## src/rtl/prp_pkg.sv

```systemverilog
`timescale 1ns/1ps
package prp_pkg;
  localparam int unsigned BYTE_W    = 8;
  localparam int unsigned SEQ_W     = 16;
  localparam int unsigned LSDU_W    = 12;
  localparam int unsigned LAN_W     = 4;
  localparam int unsigned TRL_BYTES = 6;
  localparam int unsigned CRC_BYTES = 4;
  localparam int unsigned CRC_W     = 32;
  localparam logic [15:0]       SUFFIX   = 16'h88FB;
  localparam logic [LAN_W-1:0]  LAN_A_ID = 4'hA;
  localparam logic [LAN_W-1:0]  LAN_B_ID = 4'hB;
  localparam logic [CRC_W-1:0]  CRC_POLY = 32'hEDB88320;

  typedef enum logic [2:0] {
    ST_RX, ST_EVAL, ST_FLUSH, ST_TRL, ST_CRC, ST_LKP
  } tail_st_e;

  function automatic logic [CRC_W-1:0] crc_step(input logic [CRC_W-1:0] c,
                                                input logic [BYTE_W-1:0] b);
    logic [CRC_W-1:0] r;
    r = c ^ {{(CRC_W-BYTE_W){1'b0}}, b};
    for (int i = 0; i < BYTE_W; i++) r = r[0] ? ((r >> 1) ^ CRC_POLY) : (r >> 1);
    return r;
  endfunction

  function automatic logic [BYTE_W-1:0] trl_byte(input logic [2:0] idx,
                                                 input logic [SEQ_W-1:0] seq,
                                                 input logic [LSDU_W-1:0] lsdu,
                                                 input logic [LAN_W-1:0] lan);
    case (idx)
      3'd0:    return seq[15:8];
      3'd1:    return seq[7:0];
      3'd2:    return {lan, lsdu[11:8]};
      3'd3:    return lsdu[7:0];
      3'd4:    return SUFFIX[15:8];
      default: return SUFFIX[7:0];
    endcase
  endfunction
endpackage

```

## src/rtl/prp_hold_buf.sv

```systemverilog
`timescale 1ns/1ps
// Sliding window of the newest DEPTH bytes; slot 0 is the oldest.
module prp_hold_buf #(
  parameter int unsigned DEPTH = 6,
  localparam int unsigned CW = $clog2(DEPTH + 1),
  localparam int unsigned W  = DEPTH * 8
) (
  input  logic          clk_i,
  input  logic          rst_ni,
  input  logic          clr_i,
  input  logic          push_i,
  input  logic [7:0]    byte_i,
  output logic          full_o,
  output logic [CW-1:0] cnt_o,
  output logic [7:0]    head_o,
  output logic [W-1:0]  bytes_o
);
  logic [W-1:0]  win_q, win_d;
  logic [CW-1:0] cnt_q;

  assign full_o  = (cnt_q == CW'(DEPTH));
  assign cnt_o   = cnt_q;
  assign head_o  = win_q[7:0];
  assign bytes_o = win_q;

  always_comb begin
    win_d = win_q;
    if (full_o) win_d = {byte_i, win_q[W-1:8]};
    else begin
      for (int i = 0; i < DEPTH; i++)
        if (int'(cnt_q) == i) win_d[i*8 +: 8] = byte_i;
    end
  end

  always_ff @(posedge clk_i or negedge rst_ni) begin
    if (!rst_ni) begin
      win_q <= '0;
      cnt_q <= '0;
    end else if (clr_i) begin
      cnt_q <= '0;
    end else if (push_i) begin
      win_q <= win_d;
      if (!full_o) cnt_q <= cnt_q + 1'b1;
    end
  end
endmodule

```

## src/rtl/prp_crc_acc.sv

```systemverilog
`timescale 1ns/1ps
module prp_crc_acc
  import prp_pkg::*;
(
  input  logic             clk_i,
  input  logic             rst_ni,
  input  logic             clr_i,
  input  logic             upd_i,
  input  logic [7:0]       byte_i,
  output logic [CRC_W-1:0] fcs_o
);
  logic [CRC_W-1:0] crc_q;

  assign fcs_o = ~crc_q;

  always_ff @(posedge clk_i or negedge rst_ni) begin
    if (!rst_ni)     crc_q <= '1;
    else if (clr_i)  crc_q <= '1;
    else if (upd_i)  crc_q <= crc_step(crc_q, byte_i);
  end
endmodule

```

## src/rtl/prp_trailer_handler.sv

```systemverilog
`timescale 1ns/1ps
module prp_trailer_handler
  import prp_pkg::*;
#(
  parameter int unsigned MAC_W  = 48,
  parameter int unsigned PORT_W = 3,
  parameter int unsigned CNT_W  = 16,
  localparam int unsigned HCW   = $clog2(TRL_BYTES + 1),
  localparam int unsigned KEY_W = MAC_W + SEQ_W
) (
  input  logic              clk_i,
  input  logic              rst_ni,
  input  logic              bypass_i,
  input  logic              in_valid_i,
  output logic              in_ready_o,
  input  logic [7:0]        in_data_i,
  input  logic              in_last_i,
  input  logic [PORT_W-1:0] src_port_i,
  input  logic [MAC_W-1:0]  src_mac_i,
  output logic              out_a_valid_o,
  output logic [7:0]        out_a_data_o,
  output logic              out_a_last_o,
  output logic              out_b_valid_o,
  output logic [7:0]        out_b_data_o,
  output logic              out_b_last_o,
  output logic              lkp_req_o,
  output logic [KEY_W-1:0]  lkp_key_o,
  input  logic              lkp_done_i,
  input  logic              lkp_hit_i,
  output logic              verdict_valid_o,
  output logic              verdict_drop_o
);
  tail_st_e st_q;
  logic [2:0]        idx_q, flush_n_q;
  logic              first_q, bypass_q, gen_q;
  logic [PORT_W-1:0] src_q;
  logic [MAC_W-1:0]  mac_q;
  logic [CNT_W-1:0]  pay_cnt_q;
  logic [SEQ_W-1:0]  seq_ctr_q, seq_use_q;
  logic [LSDU_W-1:0] lsdu_q;

  logic              accept, tail_done, emit, is_last;
  logic              hold_full;
  logic [HCW-1:0]    hold_cnt;
  logic [7:0]        hold_head;
  logic [TRL_BYTES*8-1:0] hold_bytes;
  logic [7:0]        emit_byte [2];
  logic [CRC_W-1:0]  fcs [2];
  logic [LAN_W-1:0]  lan_id [2];

  assign in_ready_o = (st_q == ST_RX);
  assign accept     = in_valid_i && in_ready_o;
  assign tail_done  = (st_q == ST_CRC) && (idx_q == 3'(CRC_BYTES - 1));
  assign lkp_req_o  = (st_q == ST_LKP);
  assign lkp_key_o  = {mac_q, seq_use_q};
  assign lan_id[0]  = LAN_A_ID;
  assign lan_id[1]  = LAN_B_ID;

  prp_hold_buf #(.DEPTH(TRL_BYTES)) u_hold (
    .clk_i, .rst_ni, .clr_i(tail_done), .push_i(accept), .byte_i(in_data_i),
    .full_o(hold_full), .cnt_o(hold_cnt), .head_o(hold_head), .bytes_o(hold_bytes)
  );

  // one CRC engine per LAN copy: built trailers differ in the LAN nibble
  for (genvar g = 0; g < 2; g++) begin : g_lan
    prp_crc_acc u_crc (
      .clk_i, .rst_ni, .clr_i(tail_done), .upd_i(emit && (st_q != ST_CRC)),
      .byte_i(emit_byte[g]), .fcs_o(fcs[g])
    );
    always_comb begin
      case (st_q)
        ST_FLUSH: emit_byte[g] = hold_bytes[idx_q*8 +: 8];
        ST_TRL:   emit_byte[g] = trl_byte(idx_q, seq_use_q, lsdu_q, lan_id[g]);
        ST_CRC:   emit_byte[g] = fcs[g][idx_q*8 +: 8];
        default:  emit_byte[g] = hold_head;
      endcase
    end
  end

  always_comb begin
    emit    = 1'b0;
    is_last = 1'b0;
    case (st_q)
      ST_RX:    emit = accept && hold_full;
      ST_FLUSH: emit = 1'b1;
      ST_TRL:   emit = 1'b1;
      ST_CRC: begin emit = 1'b1; is_last = tail_done; end
      default: ;
    endcase
  end

  // end-of-frame evaluation on the settled hold window
  logic             sfx_ok, ev_cpu, ev_gen;
  logic [2:0]       ev_flush;
  logic [CNT_W-1:0] ev_payload;
  always_comb begin
    sfx_ok = (hold_cnt == HCW'(TRL_BYTES)) &&
             (hold_bytes[4*8 +: 8] == SUFFIX[15:8]) &&
             (hold_bytes[5*8 +: 8] == SUFFIX[7:0]);
    ev_cpu = (src_q == '0);
    if (bypass_q || ev_cpu || sfx_ok) begin
      ev_flush   = 3'(hold_cnt);
      ev_gen     = !bypass_q && ev_cpu;
      ev_payload = pay_cnt_q + CNT_W'(hold_cnt);
    end else begin
      ev_flush   = '0;
      ev_gen     = 1'b1;
      ev_payload = pay_cnt_q;
    end
  end

  always_ff @(posedge clk_i or negedge rst_ni) begin
    if (!rst_ni) begin
      st_q <= ST_RX; idx_q <= '0; flush_n_q <= '0;
      first_q <= 1'b1; bypass_q <= 1'b0; gen_q <= 1'b0;
      src_q <= '0; mac_q <= '0; pay_cnt_q <= '0;
      seq_ctr_q <= SEQ_W'(1); seq_use_q <= '0; lsdu_q <= '0;
      verdict_valid_o <= 1'b0; verdict_drop_o <= 1'b0;
    end else begin
      verdict_valid_o <= 1'b0;
      if (accept) begin
        first_q <= in_last_i;
        if (first_q) begin
          bypass_q <= bypass_i; src_q <= src_port_i; mac_q <= src_mac_i;
        end
        if (hold_full) pay_cnt_q <= pay_cnt_q + 1'b1;
      end
      if (tail_done) pay_cnt_q <= '0;
      case (st_q)
        ST_RX: if (accept && in_last_i) st_q <= ST_EVAL;
        ST_EVAL: begin
          idx_q <= '0; flush_n_q <= ev_flush; gen_q <= ev_gen;
          if (ev_gen) begin
            seq_use_q <= seq_ctr_q;
            seq_ctr_q <= seq_ctr_q + 1'b1;
            lsdu_q    <= LSDU_W'(ev_payload + CNT_W'(4));
          end else begin
            seq_use_q <= {hold_bytes[7:0], hold_bytes[15:8]};
          end
          st_q <= (ev_flush != '0) ? ST_FLUSH : (ev_gen ? ST_TRL : ST_CRC);
        end
        ST_FLUSH: begin
          idx_q <= idx_q + 1'b1;
          if (idx_q == flush_n_q - 3'd1) begin
            idx_q <= '0;
            st_q  <= gen_q ? ST_TRL : ST_CRC;
          end
        end
        ST_TRL: begin
          idx_q <= idx_q + 1'b1;
          if (idx_q == 3'(TRL_BYTES - 1)) begin idx_q <= '0; st_q <= ST_CRC; end
        end
        ST_CRC: begin
          idx_q <= idx_q + 1'b1;
          if (tail_done) begin idx_q <= '0; st_q <= bypass_q ? ST_RX : ST_LKP; end
        end
        ST_LKP: if (lkp_done_i) begin
          verdict_valid_o <= 1'b1;
          verdict_drop_o  <= lkp_hit_i;
          st_q <= ST_RX;
        end
        default: st_q <= ST_RX;
      endcase
    end
  end

  always_ff @(posedge clk_i or negedge rst_ni) begin
    if (!rst_ni) begin
      out_a_valid_o <= 1'b0; out_a_data_o <= '0; out_a_last_o <= 1'b0;
      out_b_valid_o <= 1'b0; out_b_data_o <= '0; out_b_last_o <= 1'b0;
    end else begin
      out_a_valid_o <= emit;
      out_a_data_o  <= emit_byte[0];
      out_a_last_o  <= emit && is_last;
      out_b_valid_o <= emit && !bypass_q;
      out_b_data_o  <= emit_byte[1];
      out_b_last_o  <= emit && is_last && !bypass_q;
    end
  end
endmodule

```

## config.mk

```make
export PLATFORM = sky130hd
export DESIGN_NAME = prp_trailer_handler
export DESIGN_NICKNAME = d
export VERILOG_FILES = /design/src/rtl/prp_pkg.sv /design/src/rtl/prp_hold_buf.sv /design/src/rtl/prp_crc_acc.sv /design/src/rtl/prp_trailer_handler.sv
export SDC_FILE = /design/constraint.sdc
export NUM_CORES = 1
export LEC_CHECK = 0
export BUFFER_PORTS_ARGS = -buffer_cell sky130_fd_sc_hd__buf_2
export CAP_MARGIN = 40
export CORE_ASPECT_RATIO = 0.6
export CORE_UTILIZATION = 40
export CTS_CLUSTER_DIAMETER = 40
export DETAILED_ROUTE_END_ITERATION = 8
export PLACE_DENSITY = 0.63
export SYNTH_ARGS = -nofsm -noshare
export SYNTH_HDL_FRONTEND = slang
export SYNTH_SLANG_ARGS = --single-unit
```

## constraint.sdc

```tcl
create_clock -name clk_i -period 3.8 [get_ports clk_i]
set_input_delay 1.14 -clock clk_i [delete_from_list [all_inputs] [get_ports clk_i]]
set_output_delay 1.14 -clock clk_i [all_outputs]
set_load 0.05 [all_outputs]
```

---- Word-level counts from Yosys, hierarchy flattened ----
Index checks and enable logic that the tools add are counted.
cells by class
  $add $sub $neg .......................... 7
  bitwise logic cells ..................... 21
  muxes and demuxes ....................... 59
  reductions and logical operators ........ 42
  equal/unequal tests ..................... 26
  shift-type cells ........................ 3
operators by type and width
  kind                                                              number
  32-bit 2-to-1 mux                                                 20
  13-bit NOT with 14-bit output                                     16
  8-bit one-hot mux with 5 select lines                             2
  16-bit 2-to-1 mux                                                 4
  32-bit NOT                                                        2
  32-bit by 7-bit indexed part select with 8-bit output             2
  32-bit by 8-bit XOR with 32-bit output                            2
  3-bit 2-to-1 mux                                                  16
  48-bit 2-to-1 mux                                                 1
  8-bit 2-to-1 mux                                                  6
  8-bit one-hot mux with 3 select lines                             2
  48-bit by 7-bit indexed part select with 8-bit output             1
  16-bit by 1-bit adder with 16-bit output (second input constant)  2
  3-bit == test (second input constant)                             9
  3-bit one-hot mux with 6 select lines                             1
  3-bit AND reduction                                               6
  2-bit nonzero test                                                9
  8-bit == test (second input constant)                             2
  3-bit by 2-bit == test with 1-bit output (second input constant)  5
  12-bit by 3-bit adder with 12-bit output                          1
  12-bit by 3-bit adder with 12-bit output (second input constant)  1
  3-bit logical NOT                                                 4
  12-bit 2-to-1 mux                                                 1
  3-bit one-hot mux with 4 select lines                             1
  18 further kinds                                                  42
storage, ports and cells
  input port bits ......................... 66
  output and inout bits ................... 88
  bits in registers ....................... 260
  word-level logic and storage cells ...... 187

---- Logic depth before layout (Yosys ltp) ----
Gate-level depths: netlist of the first run.
  word-level depth ........................ 22
  gate-level depth with buffers ........... 15
  depth with buffers taken out ............ 12

---- Modules after synthesis ----
From an unflattened synthesis of the first run, not the netlist that was laid out.
second synthesis, totals
  cells, all modules ...................... 1376
  area total of the unflattened synthesis .. 14506.4 sq um
modules (own cells, without submodules)
  module                        cells each  instances  area each (sq um)
  prp_trailer_handler           713         1          7691.1
  prp_hold_buf                  232         1          2488.6
  prp_crc_acc (g_lan[1].u_crc)  220         1          2187.1
  prp_crc_acc (g_lan[0].u_crc)  211         1          2139.6

---- Worst setup path after synthesis of the first run ----
Ideal clock, no wire load.
  path type ............................... register -> register
  start point ............................. register idx_q[1]
  end point ............................... register g_lan[1].u_crc.crc_q[19]
  clock period less this slack ............ 3606 ps
  slack ................................... 194 ps
  cell stages (with the launch flop) ...... 14
  setup time .............................. 73 ps
  arrival time ............................ 3533 ps
  cells stage by stage .................... dfrtp_1 buf_2 buf_2 inv_1 ha_1 or2_2 o21a_1 a211oi_1 nand2_1 a21oi_1 xnor2_1 xnor3_1 xor2_1 a21oi_1
RTL lines
  element                 RTL line                    RTL
  start, declared         prp_trailer_handler.sv:34   logic [2:0] idx_q, flush_n_q;
  start signal, assigned  prp_trailer_handler.sv:143  idx_q <= idx_q + 1'b1;
  start signal, assigned  prp_trailer_handler.sv:150  idx_q <= idx_q + 1'b1;
  start signal, assigned  prp_trailer_handler.sv:154  idx_q <= idx_q + 1'b1;
  end signal, assigned    prp_crc_acc.sv:19           else if (upd_i) crc_q <= crc_step(crc_q, byte_i);
  end, declared           prp_crc_acc.sv:12           logic [CRC_W-1:0] crc_q;

==> flow_summary.json, run 1 <==
{
  "outcome": "completed",
  "crit_path_start_kind": "register",
  "period_needed_ns": 3.653,
  "h-tree-depth": 2,
  "utilization_pct": 48.85,
  "multi_input_area_mm2": 0.007007,
  "syn_nets": 1388,
  "drive_above_1_share_pct": 31.23,
  "cts_buffer_depth": 3,
  "fp-row-count": 52,
  "fin_tns_setup_ns": 0,
  "route.detailed.drc": 0,
  "gp_congestion": 1.014,
  "wl_met3_um": 3675,
  "numCtsBuffers": 34,
  "tightest_slew_ns": 0.7279,
  "grt_usage_pct": 22.65,
  "worstSetupEndpointType": "register",
  "wl_per_cell_um": 20.18,
  "drt_iter0_markers": 1026,
  "seq_area_frac_synth_pct": 46.76,
  "slew_violations": 0,
  "area_growth_pct": 19.34,
  "grt_pass1_wl_um": 62380,
  "grt_max_degree": 85,
  "relSlewSlack_pct": 51.13,
  "m1WireLength_um": 19300,
  "antenna_found_initial": 0,
  "wl_met2_um": 15900,
  "slowest_delay_ns": 0.45,
  "synthFlopType": "dfrtp_1",
  "grt_overflow_total": 0,
  "crit_family": "XOR/XNOR gates",
  "cp_cell_sequence": "ha_1 > ha_1 > or2_2 > or2_2 > a41o_1 > a31oi_1 > buf_4 > xnor2_2 > xor2_2 > xnor2_2 > xor2_1 > a21oi_1",
  "synth_edf_count": 0,
  "chipWidth_um": 242.5,
  "avgSynthCellArea_um2": 10.64,
  "firstDrtPassIters": 5,
  "post-route-period-util_pct": 96.14,
  "syn-instance-count": 1304,
  "dr_total_vias": 10660,
  "root_buffer": "clkbuf_16",
  "synth-seq-cells": 256,
  "crit_slowest_cell": "dfrtp_1",
  "min_path_type": "register to register",
  "clk_pin_slew_ns": 0.06,
  "nets": 1566,
  "crit_buf_inv": 1,
  "setup_violations": 0,
  "clk_latency_ns": 0.53,
  "pin_count": 154,
  "synth_area_mm2": 0.01388,
  "critPathKind": "register to register",
  "dp_hpwl_um": 29440,
  "fp.dieArea_mm2": 0.03546,
  "drv_cap": 0,
  "grt_pass1_vias": 10430,
  "cts_tree": "built",
  "crit_arrival_ns": 4.09,
  "start_util_pct": 40.93,
  "vias_per_cell": 5.427,
  "fillers": 3122,
  "ant_nets": 0,
  "routed_wl_um": 39660,
  "synth_cell_types": 82,
  "yosys_warnings": 0,
  "regArea_mm2": 0.006490,
  "routed.top_layer": "met5",
  "crit_fanout": 7,
  "worst_hold_slack_ns": 0.4695,
  "coreArea_mm2": 0.03390,
  "crit_required_ns": 4.24,
  "max_freq_ghz": 0.2737,
  "port_buffers": 153,
  "hold_viol": 0,
  "rsz0062_at_grt": "yes",
  "cts_sinks": 256,
  "fin_skew_ns": 0.01964,
  "async_reset_ff_share_pct": 100.0,
  "die_y_um": 146.3
}
## final cells by class
class,instances,share of cell area (%)
clock inverter,15,1.118
antenna,1,0.01511
inverter,18,0.4080
sequential,256,39.19
clock buffer,44,5.727
timing repair buffer,212,7.760
tap,459,3.468
multi-input combinational,960,42.31
## cells in the mapped netlist (6+ instances only)
library cell    n  area [um^2]
dfrtp_1       190         4755
a21oi_1       175        875.8
nor2_1        145        544.3
xnor2_1       113        989.7
nand2_1        70        262.8
dfstp_2        66         1734
mux2_2         66        743.2
clkbuf_1       53        198.9
xor2_1         43        376.6
o21ai_0        39        195.2
mux2i_1        30        300.3
mux4_2         21        473.0
nor3_1         21        105.1
ha_1           17        212.7
inv_1          17        63.81
and2_1         16        100.1
nand2b_1       14        87.58
o22a_1         13        113.9
and3_1         12        75.07
xnor2_2        12        195.2
nand4_1        11        68.82
or3_1          11        68.82
nand3_1        10        50.05
a31oi_1         9        56.30
nor2b_1         7        43.79
o22ai_1         7        43.79
or2_2           7        43.79
buf_6           6        67.56
nor3b_1         6        45.04
## cell usage in the layout, fill, tap and decap left out, types with 12 or more instances in the layout
cell,instances
o21ai_0,39
mux4_2,21
mux2_2,66
buf_2,152
ha_1,17
dfstp_2,66
inv_1,17
nor2_1,144
nand2_1,69
nor3_1,20
o22a_1,13
dfrtp_1,189
clkbuf_16,34
a21oi_1,175
and2_1,16
buf_4,53
mux2i_1,30
xnor2_2,13
xnor2_1,112
and3_1,12
xor2_1,43
nand2b_1,14
## sequential cells by signal (all words and copies together) (netlist names), 3 cells and up
register,flops
g_lan.u_crc.crc_q,64
mac_q,48
u_hold.bytes_o,48
seq_ctr_q,16
seq_use_q,16
lsdu_q,12
pay_cnt_q,12
out_a_data_o,8
out_b_data_o,8
flush_n_q,3
idx_q,3
src_q,3
st_q,3
u_hold.cnt_o,3
## path summary, 6_finish.rpt
kind,start,to,slack (ns),depth (start not counted)
min,first_q$_DFFE_PN1P_,first_q$_DFFE_PN1P_,0.47,2
max in group asynchronous,rst_ni,g_lan[1].u_crc.crc_q[22]$_DFFE_PN1P_,2.30,2
max,idx_q[1]$_DFFE_PN0P_,g_lan[1].u_crc.crc_q[20]$_DFFE_PN1P_,0.15,12
max reg2reg,idx_q[1]$_DFFE_PN0P_,g_lan[1].u_crc.crc_q[20]$_DFFE_PN1P_,0.15,12
min in group asynchronous,rst_ni,out_a_data_o[2]$_DFF_PN0_,0.64,1
min reg2reg,first_q$_DFFE_PN1P_,first_q$_DFFE_PN1P_,0.47,2
## routing by layer
metal  vias up  GRT usage [%]
li1       4943              -
met1      5312          35.30
met2       354          29.50
met3        53          7.463
met4         2          5.063
met5         -          1.604
## worst reg2reg max path: cells and delay by family (launching register included)
kind	cells	cell delay (ns)
XOR/XNOR	4	1.03
flip-flops	1	0.45
buffers and inverters	1	0.21
adder cells (fa/ha/maj)	2	0.45
AND/OR/NAND/NOR	2	0.69
AO/OA/AOI/OAI	3	0.76
## kinds of logic (layout without fill, tap and decap cells)
kind of cell	after synthesis	after routing	share of synthesized area, %
buffers and inverters	88	289	2.876
AO/OA/AOI/OAI	302	302	13.22
flip-flops	256	256	46.76
AND/OR/NAND/NOR	345	345	11.72
XOR/XNOR	178	178	12.81
other	0	1	0
adder cells (fa/ha/maj)	18	18	1.677
multiplexers	117	117	10.93
## metrics by stage
step / instance area [um^2] / setup WS [ns] / std cells
after detailed placement: 15420 / 0.2052 / 1905
after floorplan: 13880 / 0.1942 / 1304
after global placement: 15400 / 0.2461 / 1903
after global routing: 16560 / -0.006985 / 1964
final: 16560 / 0.1465 / 1965
after CTS: 16550 / 0.1551 / 1964
## repair_timing
action | 4_1_cts | 5_1_grt
gates resized for setup | 0 | 1
buffers inserted | 0 | 0
endpoints found under the setup margin | 0 | 3
hold buffers | 0 | 0
Power of run 1 is not shown: default switching activity piles up to over one toggle a cycle in this logic, so the estimate is an artifact.
==> run 2, diff against run 1 <==
CORE_UTILIZATION = 30   (was 40)
PLACE_DENSITY = default   (was 0.63)
==> flow_summary.json, run 2 (synthesis gave the netlist of run 1 again) <==
{
  "fin_skew_ns": 0.02321,
  "cts_tree": "built",
  "antenna_found_initial": 0,
  "hp-start": "first_q$_DFFE_PN1P_",
  "grt_overflow_total": 0,
  "period_needed_ns": 3.549,
  "critPathKind": "register to register",
  "fillers": 4503,
  "fin_tns_setup_ns": 0,
  "relSlewSlack_pct": 49.70,
  "max_freq_ghz": 0.2818,
  "nets": 1560,
  "rr_worst_depth": 11,
  "cts-hold-fix-buffers": 0,
  "cts_buffer_depth": 3,
  "numCtsBuffers": 35,
  "clk_latency_ns": 0.53,
  "crit_required_ns": 4.20,
  "pin_count": 154,
  "drt_iter0_markers": 1031,
  "setup_ws_ns": 0.2515,
  "crit_path_start_kind": "register",
  "routed_wl_um": 41050,
  "mostFrequentLayoutCell": "dfrtp_1",
  "h-tree-depth": 2,
  "root_buffer": "clkbuf_16",
  "wl_per_cell_um": 19.34,
  "setup_violations": 0,
  "grt_pass1_vias": 10230,
  "port_buffers": 153,
  "cts_sinks": 256,
  "place_ws_ns": 0.2432,
  "start_util_pct": 30.70,
  "dp_hpwl_um": 30700,
  "largest_register_ffs": 64,
  "fp-row-count": 60,
  "crit_fanout": 19,
  "slew_violations": 0,
  "grt_usage_pct": 17.25,
  "area_growth_pct": 20.82,
  "worstSetupEndpointType": "register",
  "holdPathStages": 2,
  "fp.dieArea_mm2": 0.04715,
  "cts_resized": 0,
  "rsz0062_at_grt": "no",
  "hold_viol": 0,
  "crit_arrival_ns": 3.95,
  "ant_nets": 0,
  "rrSetupSlack_ns": 0.25,
  "firstDrtPassIters": 5,
  "r2r_start": "idx_q[0]$_DFFE_PN0P_",
  "utilization_pct": 37.10,
  "drv_cap": 0,
  "outcome": "completed",
  "postCtsSetupBuffers": 0,
  "grt_pass1_wl_um": 63000,
  "dr_total_vias": 10620,
  "coreArea_mm2": 0.04519,
  "clk_pin_slew_ns": 0.06,
  "vias_per_cell": 5.000,
  "grt_max_degree": 82,
  "largest-register": "g_lan.u_crc.crc_q",
  "chipWidth_um": 279.6,
  "holdPathEnd": "first_q$_DFFE_PN1P_",
  "r2r-end": "g_lan[1].u_crc.crc_q[27]$_DFFE_PN1P_",
  "route.detailed.drc": 0,
  "layout_common_cells": "dfrtp_1 (189), a21oi_1 (174), buf_2 (152), nor2_1 (144), xnor2_1 (112)",
  "die_y_um": 168.6,
  "post-route-period-util_pct": 93.38,
  "dp_cells": 2059,
  "stdcell_count": 2123,
  "min_path_type": "register to register",
  "drive_above_1_share_pct": 31.03,
  "tightest_slew_ns": 0.7545,
  "gp_congestion": 0.9732
}
run 2: layout make-up:
cell class	count	area, um^2	area share (%)
Clock inverter	17	221.5	1.321
Timing Repair Buffer	205	1207	7.202
Multi-Input combinational cell	960	7022	41.88
Tap cell	620	775.7	4.627
Antenna cell	1	2.502	0.01493
Inverter	18	67.56	0.4030
Sequential cell	256	6490	38.71
Clock buffer	46	978.4	5.836
run 2: critical path, stage by stage (launching register included):
cell     delay (ns)
dfrtp_2        0.41
buf_4          0.33
ha_1           0.39
o21ba_2        0.21
o21ai_0        0.09
o22ai_1        0.48
a21oi_1        0.27
xnor2_2        0.37
xnor2_2        0.21
xnor2_1        0.35
xor2_1         0.23
a21oi_1        0.10
run 2: metrics by stage:
step / hold slack (ns) / area [um^2]
4_1_cts: 0.4667 / 16740
3_5_place_dp: 0.4565 / 15540
2_1_floorplan: 0.4393 / 13880
3_3_place_gp: 0.4563 / 15520
6_report: 0.4667 / 16760
5_1_grt: 0.4844 / 16760
run 2: routing by layer:
metal | GRT usage, % | up-vias | wire [um]
met1 | 27.61 | 5296 | 20560
met5 | 0 | - | 0
met4 | 2.637 | 0 | 379
met3 | 5.880 | 36 | 3911
met2 | 21.85 | 349 | 16210
li1 | - | 4934 | -
run 2: worst max path at each step:
stage / end / cells after the start / startpoint
floorplan: g_lan[1].u_crc.crc_q[19]$_DFFE_PN1P_ / 13 / idx_q[1]$_DFFE_PN0P_
global placement: g_lan[1].u_crc.crc_q[27]$_DFFE_PN1P_ / 11 / idx_q[0]$_DFFE_PN0P_
detailed placement: g_lan[1].u_crc.crc_q[27]$_DFFE_PN1P_ / 11 / idx_q[0]$_DFFE_PN0P_
CTS: g_lan[1].u_crc.crc_q[27]$_DFFE_PN1P_ / 11 / idx_q[0]$_DFFE_PN0P_
global route: g_lan[0].u_crc.crc_q[21]$_DFFE_PN1P_ / 12 / idx_q[0]$_DFFE_PN0P_
finish: g_lan[1].u_crc.crc_q[27]$_DFFE_PN1P_ / 11 / idx_q[0]$_DFFE_PN0P_
Power of run 2 is left out for the same reason.
